## config.mk

```make
export PLATFORM = sky130hd
export DESIGN_NAME = mcell_reg_stage
export DESIGN_NICKNAME = d
export VERILOG_FILES = /design/src/rtl/mcell_pkg.sv /design/src/rtl/mcell_rst_sync.sv /design/src/rtl/mcell_sum_term.sv /design/src/rtl/mcell_clk_pick.sv /design/src/rtl/mcell_ff_next.sv /design/src/rtl/mcell_reg_stage.sv
export SDC_FILE = /design/constraint.sdc
export NUM_CORES = 1
export LEC_CHECK = 0
export ABC_AREA = 1
export BUFFER_PORTS_ARGS = -buffer_cell sky130_fd_sc_hd__buf_4
export CAP_MARGIN = 5
export CORE_AREA = 2 2 39 41
export DETAILED_ROUTE_END_ITERATION = 8
export DIE_AREA = 0 0 41 43
export GPL_TIMING_DRIVEN = 1
export PLACE_DENSITY_LB_ADDON = 0.05
export SLEW_MARGIN = 40
export SYNTH_ARGS = -nofsm -noshare
export SYNTH_HDL_FRONTEND = slang
export SYNTH_SLANG_ARGS = --single-unit
```

## constraint.sdc

```tcl
create_clock -name clk -period 1.2 [get_ports clk]
set_clock_uncertainty 0.15 [all_clocks]
set_input_delay 0.06 -clock clk [delete_from_list [all_inputs] [get_ports clk]]
set_output_delay 0.06 -clock clk [all_outputs]
set_load 0.005 [all_outputs]
```

## src/rtl/mcell_pkg.sv

```systemverilog
`timescale 1ns/1ps
package mcell_pkg;

  typedef enum logic [2:0] {
    FF_D   = 3'd0,
    FF_T   = 3'd1,
    FF_JK  = 3'd2,
    FF_SR  = 3'd3,
    FF_BYP = 3'd4
  } ff_kind_e;

  typedef enum logic [1:0] {
    CK_GLB     = 2'd0,
    CK_GLB_CE  = 2'd1,
    CK_ARR     = 2'd2,
    CK_GLB_ALT = 2'd3
  } ck_mode_e;

  // any kind code at or above the bypass code is treated as bypass
  function automatic logic kind_is_bypass(logic [2:0] kind);
    return kind >= FF_BYP;
  endfunction

endpackage

```

## src/rtl/mcell_rst_sync.sv

```systemverilog
`timescale 1ns/1ps
module mcell_rst_sync #(
  parameter int STAGES = 2
) (
  input  logic clk,
  input  logic rst_n,
  output logic rst_sync_n
);
  logic [STAGES-1:0] chain_q;
  logic [STAGES-1:0] chain_d;

  always_comb begin
    chain_d = {chain_q[STAGES-2:0], 1'b1};
  end

  always_ff @(posedge clk or negedge rst_n) begin
    if (!rst_n) chain_q <= '0;
    else        chain_q <= chain_d;
  end

  assign rst_sync_n = chain_q[STAGES-1];
endmodule

```

## src/rtl/mcell_sum_term.sv

```systemverilog
`timescale 1ns/1ps
module mcell_sum_term #(
  parameter int NUM_PT = 5
) (
  input  logic [NUM_PT-1:0] pt_sum,
  input  logic              pt_pol,
  output logic              sum_o
);
  logic [NUM_PT-1:0] or_chain;

  // ripple OR written out so the width follows the parameter
  generate
    for (genvar g = 0; g < NUM_PT; g++) begin : g_or
      if (g == 0) begin : g_first
        assign or_chain[g] = pt_sum[g];
      end else begin : g_rest
        assign or_chain[g] = or_chain[g-1] | pt_sum[g];
      end
    end
  endgenerate

  assign sum_o = or_chain[NUM_PT-1] ^ pt_pol;
endmodule

```

## src/rtl/mcell_clk_pick.sv

```systemverilog
`timescale 1ns/1ps
module mcell_clk_pick
  import mcell_pkg::*;
#(
  parameter int NUM_GCLK = 2,
  parameter int SEL_W    = (NUM_GCLK > 1) ? $clog2(NUM_GCLK) : 1
) (
  input  logic                clk,
  input  logic                rst_n,
  input  logic [NUM_GCLK-1:0] gclk,
  input  logic [SEL_W-1:0]    gclk_sel,
  input  logic                gclk_inv,
  input  logic                pt_clk,
  input  logic                gce,
  input  logic [1:0]          mode,
  output logic                tick_o
);
  logic glb_lvl;
  logic src_lvl;
  logic qual;
  logic prev_q;
  logic prev_d;

  always_comb begin
    glb_lvl = 1'b0;
    for (int i = 0; i < NUM_GCLK; i++) begin
      if (gclk_sel == SEL_W'(i)) glb_lvl = gclk[i];
    end
    glb_lvl = glb_lvl ^ gclk_inv;
  end

  always_comb begin
    src_lvl = (mode == CK_ARR) ? pt_clk : glb_lvl;
    qual    = (mode == CK_GLB_CE) ? gce : 1'b1;
    prev_d  = src_lvl;
    tick_o  = src_lvl & ~prev_q & qual;
  end

  // reset high: a source already high at release is not an edge
  always_ff @(posedge clk or negedge rst_n) begin
    if (!rst_n) prev_q <= 1'b1;
    else        prev_q <= prev_d;
  end
endmodule

```

## src/rtl/mcell_ff_next.sv

```systemverilog
`timescale 1ns/1ps
module mcell_ff_next
  import mcell_pkg::*;
(
  input  logic [2:0] kind,
  input  logic       q,
  input  logic       in_a,
  input  logic       in_b,
  output logic       nxt_o
);
  always_comb begin
    case (kind)
      FF_T:    nxt_o = q ^ in_a;
      FF_JK: begin
        case ({in_a, in_b})
          2'b10:   nxt_o = 1'b1;
          2'b01:   nxt_o = 1'b0;
          2'b11:   nxt_o = ~q;
          default: nxt_o = q;
        endcase
      end
      FF_SR: begin
        case ({in_a, in_b})
          2'b10:   nxt_o = 1'b1;
          2'b01:   nxt_o = 1'b0;
          default: nxt_o = q;
        endcase
      end
      default: nxt_o = in_a;
    endcase
  end
endmodule

```

## src/rtl/mcell_reg_stage.sv

```systemverilog
`timescale 1ns/1ps
module mcell_reg_stage
  import mcell_pkg::*;
#(
  parameter int NUM_PT   = 5,
  parameter int NUM_GCLK = 2,
  localparam int SEL_W   = (NUM_GCLK > 1) ? $clog2(NUM_GCLK) : 1
) (
  input  logic                clk,
  input  logic                rst_n,
  input  logic [2:0]          cfg_ff_kind,
  input  logic [1:0]          cfg_clk_mode,
  input  logic [SEL_W-1:0]    cfg_gclk_sel,
  input  logic                cfg_gclk_inv,
  input  logic                cfg_gclr_en,
  input  logic [NUM_PT-1:0]   pt_sum,
  input  logic                pt_pol,
  input  logic                pt_k,
  input  logic                pt_clk,
  input  logic                pt_pre,
  input  logic                pt_clr,
  input  logic [NUM_GCLK-1:0] gclk,
  input  logic                gce,
  input  logic                gclr_n,
  output logic                mc_out
);
  logic rst_sync_n;
  logic sum_term;
  logic tick;
  logic ff_nxt;
  logic clr_any;
  logic q_reg;
  logic q_d;
  logic q_view;

  mcell_rst_sync #(.STAGES(2)) u_rst (
    .clk        (clk),
    .rst_n      (rst_n),
    .rst_sync_n (rst_sync_n)
  );

  mcell_sum_term #(.NUM_PT(NUM_PT)) u_sum (
    .pt_sum (pt_sum),
    .pt_pol (pt_pol),
    .sum_o  (sum_term)
  );

  mcell_clk_pick #(.NUM_GCLK(NUM_GCLK), .SEL_W(SEL_W)) u_ck (
    .clk      (clk),
    .rst_n    (rst_sync_n),
    .gclk     (gclk),
    .gclk_sel (cfg_gclk_sel),
    .gclk_inv (cfg_gclk_inv),
    .pt_clk   (pt_clk),
    .gce      (gce),
    .mode     (cfg_clk_mode),
    .tick_o   (tick)
  );

  mcell_ff_next u_nxt (
    .kind  (cfg_ff_kind),
    .q     (q_reg),
    .in_a  (sum_term),
    .in_b  (pt_k),
    .nxt_o (ff_nxt)
  );

  // next state: clear over preset over clocked update
  always_comb begin
    clr_any = pt_clr | (cfg_gclr_en & ~gclr_n);
    if (clr_any)     q_d = 1'b0;
    else if (pt_pre) q_d = 1'b1;
    else if (tick)   q_d = ff_nxt;
    else             q_d = q_reg;
  end

  always_ff @(posedge clk or negedge rst_sync_n) begin
    if (!rst_sync_n) q_reg <= 1'b0;
    else             q_reg <= q_d;
  end

  // preset and clear reach the output without waiting for a clock
  always_comb begin
    if (clr_any)     q_view = 1'b0;
    else if (pt_pre) q_view = 1'b1;
    else             q_view = q_reg;
    mc_out = kind_is_bypass(cfg_ff_kind) ? sum_term : q_view;
  end
endmodule

```

==> impl_metrics.yaml, run 1 <==
cells_and_area:
  final_common_cell: "buf_4"
  nFillCells: 152
  area_delta_synth_final_pct: 67.9
  final_util: 0.525
  largest_reg_flops: 2
  nNetsFinal: 124
  final_cell_mix: "buf_4 (26), nand2_1 (11), inv_1 (9), nand3_1 (9), nand2_2 (7)"
  diodes: 0
  drive_gt1_frac: 0.505
die:
  start_util: 0.313
  die_h_um: 43
  dieArea_um2: 1760
  ios: 25
  num_rows: 14
  fp.coreArea_um2: 1380
  fp.dieW_um: 41
worst_setup_path:
  crit_top_cell: "o21ai_1"
  worstRegToRegCells: 5
  startpoint_type: "register"
  crit_required_ns: 0.99
  cp.depth: 3
  rrSetupSlack_ns: 0.07
  endpoint_kind: "output pin"
  crit_buf_inv: 1
  cp_slowest_cell: "dfrtp_1"
  crit_type: "register to output pin"
  path_delay_family: "flip-flops"
  max_stage_delay_ns: 0.41
  path_cells: "o21ai_1 > o21ai_1 > buf_4"
  worstPathArrival_ns: 0.98
  path_max_fanout: 5
power:
  fin_total_pwr_uw: 533
  max-vdd-ir-drop_mv: 0.618
  leakagePower_uw: 0.000380
  powerDensity_nw_per_um2: 733
synth:
  syn_nets: 88
  yosysTopAreaCellShare: 0.173
  syn_area_per_cell_um2: 6.76
  ys_ff_latch: 4
  ys.warnings.count: 0
  ys_seq_area_frac: 0.234
  synth_cell_types: 20
  netlist_top_cells_area: "dfrtp_1 (17%), nand3_1 (10%), nor2_4 (10%), nand2_2 (10%), nand2_1 (9.5%)"
  synth_top_cell_by_area: "dfrtp_1"
  syn_inst: 64
  synth_area_um2: 433
timing:
  tns_ns: 0
  rsz0062_at_grt: "true"
  period_minus_slack_ns: 1.19
  setup-violations-final: 0
  hold_ws_ns: 0.0567
  post-route-period-util: 0.992
  slew_viol_final: 0
  max_freq_mhz: 840
  hold_viol_final: 0
placement:
  io_buffers: 24
  dp_hpwl_um: 727
  place_congestion: 0.648
run_status:
  outcome: "complete, no violations"
flow_run:
  cap_violations: 0
global_routing:
  grt-ovfl-total: 0
  track_usage: 0.128
  grt_pass1_vias: 451
  grt_pass1_wl_um: 1590
  grt_max_degree: 6
  antenna_found_initial: 0
cts:
  clkLatencyLatePin_ns: 0.24
  clk_pin_slew_worst_paths_ns: 0.05
  cts_tree: "done"
  clk_path_buf_depth: 2
  cts.sinks: 4
  htree_levels: 1
  cts_root_buf: "clkbuf_4"
  cts_made_buffers: 3
hold_path:
  min_path_type: "register to async pin"
routing:
  post_drt_wl_per_cell_um: 7.49
  routed_via_density: 4.36
  drc: 0
  wirelength_um: 861
  firstDrtPassIters: 3
  drtAntennaViolNets: 0
  vias: 501
  drt_iter0_drc: 3
==> kinds of logic (layout without fill, tap and decap cells) <==
group,after synthesis,after routing,share of synthesized area
AOI/OAI and AO/OA,3,3,0.0433
buffers and inverters,12,47,0.104
and+or+nand+nor,44,44,0.610
other,1,1,0.00866
DFF,4,4,0.234
==> cell type report <==
cell class | count | area (um2) | share of cell area
timing repair buffer | 31 | 245 | 0.337
inverter | 12 | 45.0 | 0.0620
clock buffer | 4 | 26.3 | 0.0361
tap | 16 | 20.0 | 0.0275
multi-input combinational | 48 | 289 | 0.398
sequential | 4 | 101 | 0.139
==> synth_stat cells <==
cell type,n
nand3b_1,1
dfstp_2,1
dfrtp_1,3
a21oi_2,1
nand3_2,3
nand4_2,1
or2_2,1
inv_2,3
nor3_1,1
nor2_4,4
o21ai_1,1
nand2_2,7
or2_0,1
nor2_1,4
nand2_1,11
conb_1,1
o21ai_0,1
nand4_1,1
inv_1,9
nand3_1,9
==> what timing repair did <==
action	4_1_cts	5_1_grt
setup endpoints to repair	2	1
gates resized for setup	2	0
endpoints found under the hold margin	4	0
buffers inserted	0	1
hold buffers	5	0
==> worst reg2reg max path: stages, from the launching register on <==
cell and delay, ns:
dfstp_2 0.35, or2_4 0.24, nor2_4 0.10, nand2_2 0.06, nand3_1 0.08, nand2_2 0.05
==> per-layer routing <==
metal / share of wire / track usage
met3: 0.063 / 0.0471
met5: 0 / 0
met1: 0.43 / 0.144
met4: 0 / 0.0400
met2: 0.51 / 0.213
==> power breakdown <==
part	leakage, uW	switching (uW)	internal [uW]
sequential	0.0000466	6.64	149
combinational	0.000318	83.2	112
clock	0.0000150	57.9	125
total	0.000380	148	385
==> final timing paths <==
check | start | to
max in group asynchronous | rst_n | u_rst.chain_q[0]
worst min-delay path | u_rst.chain_q[1] | u_ck.prev_q
worst min register to register | u_rst.chain_q[1] | u_ck.prev_q
worst max-delay path | q_reg | mc_out
worst max register to register | u_ck.prev_q | q_reg
min in group clk | pt_clr | q_reg
==> stage by stage <==
step	worst slack (ns)	cells	area (um2)
floorplan	0.0147	64	433
global placement	0.00540	105	641
detailed placement	-0.0149	105	641
CTS	-0.00859	114	719
global route	-0.0578	115	727
finish	0.00915	115	727
(Power assumes the default switching activity.)
==> run 2: changes to the inputs <==
--- a/config.mk
+++ b/config.mk
@@ -9,6 +9,7 @@
 export BUFFER_PORTS_ARGS = -buffer_cell sky130_fd_sc_hd__buf_4
 export CAP_MARGIN = 5
 export CORE_AREA = 2 2 39 41
+export CTS_BUF_LIST = sky130_fd_sc_hd__clkbuf_4 sky130_fd_sc_hd__clkbuf_8
 export DETAILED_ROUTE_END_ITERATION = 8
 export DIE_AREA = 0 0 41 43
 export GPL_TIMING_DRIVEN = 1
==> run 2 against run 1 <==
Effect of this change: first-iteration DRC count fell by 100%; global-route usage rose by 0.30 points; wire length fell by 1.0%; power rose by 4.7%; worst hold slack got worse by 0.0038 ns; fmax barely moved; sequential power barely moved; largest cell class unchanged.
==> impl_metrics.yaml, run 2 (synthesis results as in run 1) <==
worst_setup_path:
  path_max_fanout: 5
  r2r-start: "u_ck.prev_q"
  crit_top_cell: "o21ai_1"
  startpoint_type: "register"
  crit_required_ns: 0.99
  worstPathArrival_ns: 0.98
  max_stage_delay_ns: 0.41
  rrSetupSlack_ns: 0.07
  crit_type: "register to output pin"
  cp_slowest_cell: "dfrtp_1"
  path_cells: "o21ai_1 > o21ai_1 > buf_4"
  worstRegToRegCells: 5
  critical_path.reg2reg.endpoint: "q_reg"
  endpoint_kind: "output pin"
cells_and_area:
  multiInputGateArea_um2: 289
  nFillCells: 152
  nNetsFinal: 124
  largest_reg_flops: 2
  final_util: 0.528
  area_delta_synth_final_pct: 68.8
  drive_gt1_frac: 0.515
  final_cell_mix: "buf_4 (26), nand2_1 (11), inv_1 (9), nand3_1 (9), nand2_2 (7)"
  final_common_cell: "buf_4"
  diodes: 0
  final_cells: 115
  seqCellArea_um2: 101
die:
  ios: 25
  num_rows: 14
  die_h_um: 43
  start_util: 0.313
  fp.coreArea_um2: 1380
  dieArea_um2: 1760
  fp.dieW_um: 41
hold_path:
  hp-start: "pt_clr"
  hold-path-cell-count: 6
  min_path_type: "input port to register"
  whs_endpoint: "q_reg"
timing:
  tns_ns: 0
  period_minus_slack_ns: 1.19
  slew_viol_final: 0
  max_freq_mhz: 839
  hold_viol_final: 0
  rsz0062_at_grt: "true"
  post-route-period-util: 0.993
  layout_setup_ws_ns: 0.00799
  setup-violations-final: 0
placement:
  place_congestion: 0.648
  pre_cts_ws_ns: -0.0149
  io_buffers: 24
  placed_cells: 105
  dp_hpwl_um: 727
routing:
  routed_via_density: 4.35
  firstDrtPassIters: 1
  drt_iter0_drc: 0
  drtAntennaViolNets: 0
  wirelength_um: 852
  drc: 0
  vias: 500
  post_drt_wl_per_cell_um: 7.41
cts:
  htree_levels: 1
  clk_pin_slew_worst_paths_ns: 0.05
  cts_tree: "done"
  clk_path_buf_depth: 2
  clkLatencyLatePin_ns: 0.24
  cts_made_buffers: 3
  cts.sinks: 4
  cts_root_buf: "clkbuf_4"
global_routing:
  grt_max_degree: 6
  grt_pass1_wl_um: 1590
  antenna_found_initial: 0
  track_usage: 0.131
  grt-ovfl-total: 0
  grt_pass1_vias: 452
power:
  pwr-share-clk: 0.373
  combPwrFrac: 0.348
  swShare: 0.269
  leakagePower_uw: 0.000383
  max-vdd-ir-drop_mv: 0.639
  p_int_uw: 408
  p_switching_uw: 150
  seqPwrFrac: 0.278
  powerDensity_nw_per_um2: 764
flow_run:
  cap_violations: 0
run_status:
  outcome: "complete, no violations"
[run 2: cell counts in the layout (fill, tap and decap cells not counted)]
No cell type changed its count.
[run 2: worst max path at each step]
stage | from | to | slack (ns) | cells past startpoint
6_report | q_reg | mc_out | 0.008 | 3
4_1_cts | q_reg | mc_out | -0.01 | 3
3_5_place_dp | u_ck.prev_q | q_reg | -0.01 | 5
3_3_place_gp | u_ck.prev_q | q_reg | 0.005 | 5
5_1_grt | q_reg | mc_out | -0.06 | 3
2_1_floorplan | u_ck.prev_q | q_reg | 0.01 | 5
[run 2: what timing repair did]
action,CTS,global route
hold endpoints to repair,4,0
hold buffers,5,0
buffers inserted,0,1
resized for setup,2,0
endpoints found under the setup margin,2,1
[run 2: metrics by stage]
step / power (uW) / hold WS [ns] / cell area [um2]
finish: 558 / 0.0529 / 731
global route: 609 / 0.0910 / 731
detailed placement: 333 / -0.307 / 641
floorplan: 245 / -0.386 / 433
CTS: 564 / 0.0502 / 723
global placement: 331 / -0.306 / 641
[run 2: routing by layer]
layer	global-route usage	up-vias	wire, um
li1	-	271	-
met1	0.144	215	364
met2	0.213	14	428
met3	0.0628	0	60
met4	0.0400	0	0
met5	0	-	0
[run 2: cell type report]
cell class              instances  share of cell area
well taps                      16              0.0274
clock buffers                   4              0.0411
inverters                      12              0.0616
repair buffers                 31               0.336
multi-input cells              48               0.396
flip-flops and latches          4               0.139
[run 2: power groups by stage]
stage / Sequential, uW / Clock [uW] / Combinational (uW)
after floorplan: 155 / 0 / 89.9
after global placement: 157 / 0 / 174
after detailed placement: 157 / 0 / 176
after CTS: 156 / 216 / 192
after global routing: 157 / 233 / 219
final: 155 / 208 / 194
[run 2: critical path, delay by kind of cell (launching register included)]
family / cells / cell delay [ns]
AOI/OAI and AO/OA: 2 / 0.21
buffers and inverters: 1 / 0.13
DFF: 1 / 0.41
==> run 3: changes to the inputs <==
--- a/config.mk
+++ b/config.mk
@@ -13,7 +13,9 @@
 export DETAILED_ROUTE_END_ITERATION = 8
 export DIE_AREA = 0 0 41 43
 export GPL_TIMING_DRIVEN = 1
+export MAX_ROUTING_LAYER = met4
 export PLACE_DENSITY_LB_ADDON = 0.05
+export SETUP_SLACK_MARGIN = 0.05
 export SLEW_MARGIN = 40
 export SYNTH_ARGS = -nofsm -noshare
 export SYNTH_HDL_FRONTEND = slang
==> run 3 against run 2 <==
Effect of this change: non-clock buffer count down 2; via count is 0.60% lower; worst setup slack better by 0.0026 ns; wire length is 2.2% lower; flip-flop and latch count stayed put; first-iteration DRC count rose by 1; fmax increased by 0.22%; register-to-register slack barely moved; utilization decreased by 0.72 points; clock power fell by 3%; sequential share of layout area increased by 0.19 points.
==> impl_metrics.yaml, run 3 (synthesis results as in run 1) <==
cells_and_area:
  multiInputGateArea_um2: 294
  final_cell_mix: "buf_4 (24), nand2_1 (11), inv_1 (9), nand3_1 (8), nand2_2 (7)"
  nNetsFinal: 122
  drive_gt1_frac: 0.515
  seqCellArea_um2: 101
  largest_reg_flops: 2
  diodes: 0
  nFillCells: 150
  fin_area_um2: 721
  area_delta_synth_final_pct: 66.5
  final_common_cell: "buf_4"
power:
  p_switching_uw: 143
  seqPwrFrac: 0.286
  combPwrFrac: 0.344
  pwr-share-clk: 0.370
  swShare: 0.263
  leakagePower_uw: 0.000376
  powerDensity_nw_per_um2: 757
  max-vdd-ir-drop_mv: 0.678
  p_int_uw: 402
routing:
  wirelength_um: 833
  vias: 497
  routed_via_density: 4.40
  post_drt_wl_per_cell_um: 7.37
  firstDrtPassIters: 2
  drtAntennaViolNets: 0
  drc: 0
  drt_iter0_drc: 1
worst_setup_path:
  r2r-start: "u_ck.prev_q"
  worstRegToRegCells: 5
  crit_required_ns: 0.99
  path_max_fanout: 5
  critical_path.reg2reg.endpoint: "q_reg"
  endpoint_kind: "output pin"
  rrSetupSlack_ns: 0.07
  crit_type: "register to output pin"
  startpoint_type: "register"
  worstPathArrival_ns: 0.98
die:
  dieArea_um2: 1760
  num_rows: 14
  die_h_um: 43
  start_util: 0.313
  ios: 25
  fp.dieW_um: 41
  fp.coreArea_um2: 1380
cts:
  clk_path_buf_depth: 2
  clkLatencyLatePin_ns: 0.23
  htree_levels: 1
  cts_root_buf: "clkbuf_4"
  cts_made_buffers: 3
  cts_tree: "done"
  clk_pin_slew_worst_paths_ns: 0.04
  cts.sinks: 4
flow_run:
  cap_violations: 0
global_routing:
  track_usage: 0.116
  grt_pass1_wl_um: 1440
  grt_pass1_vias: 423
  grt_max_degree: 6
  grt-ovfl-total: 0
  antenna_found_initial: 0
hold_path:
  min_path_type: "register to async pin"
timing:
  rsz0062_at_grt: "true"
  slew_viol_final: 0
  layout_setup_ws_ns: 0.0106
  post-route-period-util: 0.991
  period_minus_slack_ns: 1.19
  hold_viol_final: 0
  hold_ws_ns: 0.0298
  setup-violations-final: 0
  max_freq_mhz: 841
  tns_ns: 0
placement:
  place_congestion: 0.699
  pre_cts_ws_ns: 0.00857
  post_dp_cell_area_um2: 636
  dp_hpwl_um: 733
  io_buffers: 24
run_status:
  outcome: "complete, no violations"
run 3: cell types whose count changed in the layout (fill, tap and decap cells not counted), sizes merged:
cell	change
buf	-2
run 3: per-layer routing:
| layer | vias up | share of wire | GRT usage |
|---|---|---|---|
| li1 | 268 | - | - |
| met1 | 216 | 0.43 | 0.128 |
| met2 | 13 | 0.50 | 0.200 |
| met4 | 0 | 0 | 0.0400 |
| met3 | 0 | 0.066 | 0.0157 |
| met5 | - | 0 | - |
run 3: stage by stage:
step,util,power [uW],cells
3_5_place_dp,0.459,334,104
6_report,0.521,545,113
4_1_cts,0.517,558,113
5_1_grt,0.521,594,113
3_3_place_gp,0.459,332,104
2_1_floorplan,-,248,64
run 3: worst max-delay path, cell delays in order, from the launching register on:
cell,delay (ns)
dfrtp_1,0.41
o21ai_1,0.14
o21ai_1,0.07
buf_4,0.13
run 3: cell type report:
cell class	count	area share
sequential	4	0.141
inverter	12	0.0625
clock buffer	4	0.0417
tap	16	0.0278
timing repair buffer	29	0.319
multi-input combinational	48	0.408
run 3: repair_timing:
action / CTS / global route
hold buffers: 5 / 0
gates resized for setup: 1 / 1
endpoints found under the setup margin: 2 / 2
gates cloned: 0 / 0
pin swaps: 2 / 3
buffers inserted: 0 / 0
hold endpoints to repair: 4 / 0
run 3: worst max-delay path by stage:
stage	start	to	slack, ns	depth (start not counted)
final	q_reg	mc_out	0.01	3
after floorplan	u_ck.prev_q	q_reg	0.08	5
after global placement	pt_sum[2]	q_reg	0.03	9
after detailed placement	pt_sum[2]	q_reg	0.009	9
after CTS	q_reg	mc_out	-0.007	3
after global routing	q_reg	mc_out	-0.06	3
run 3: power groups by stage:
stage,Sequential (uW),Combinational (uW),Clock (uW)
floorplan,155,92.4,0
global placement,158,174,0
detailed placement,158,176,0
CTS,156,190,212
global route,158,212,224
finish,156,188,202
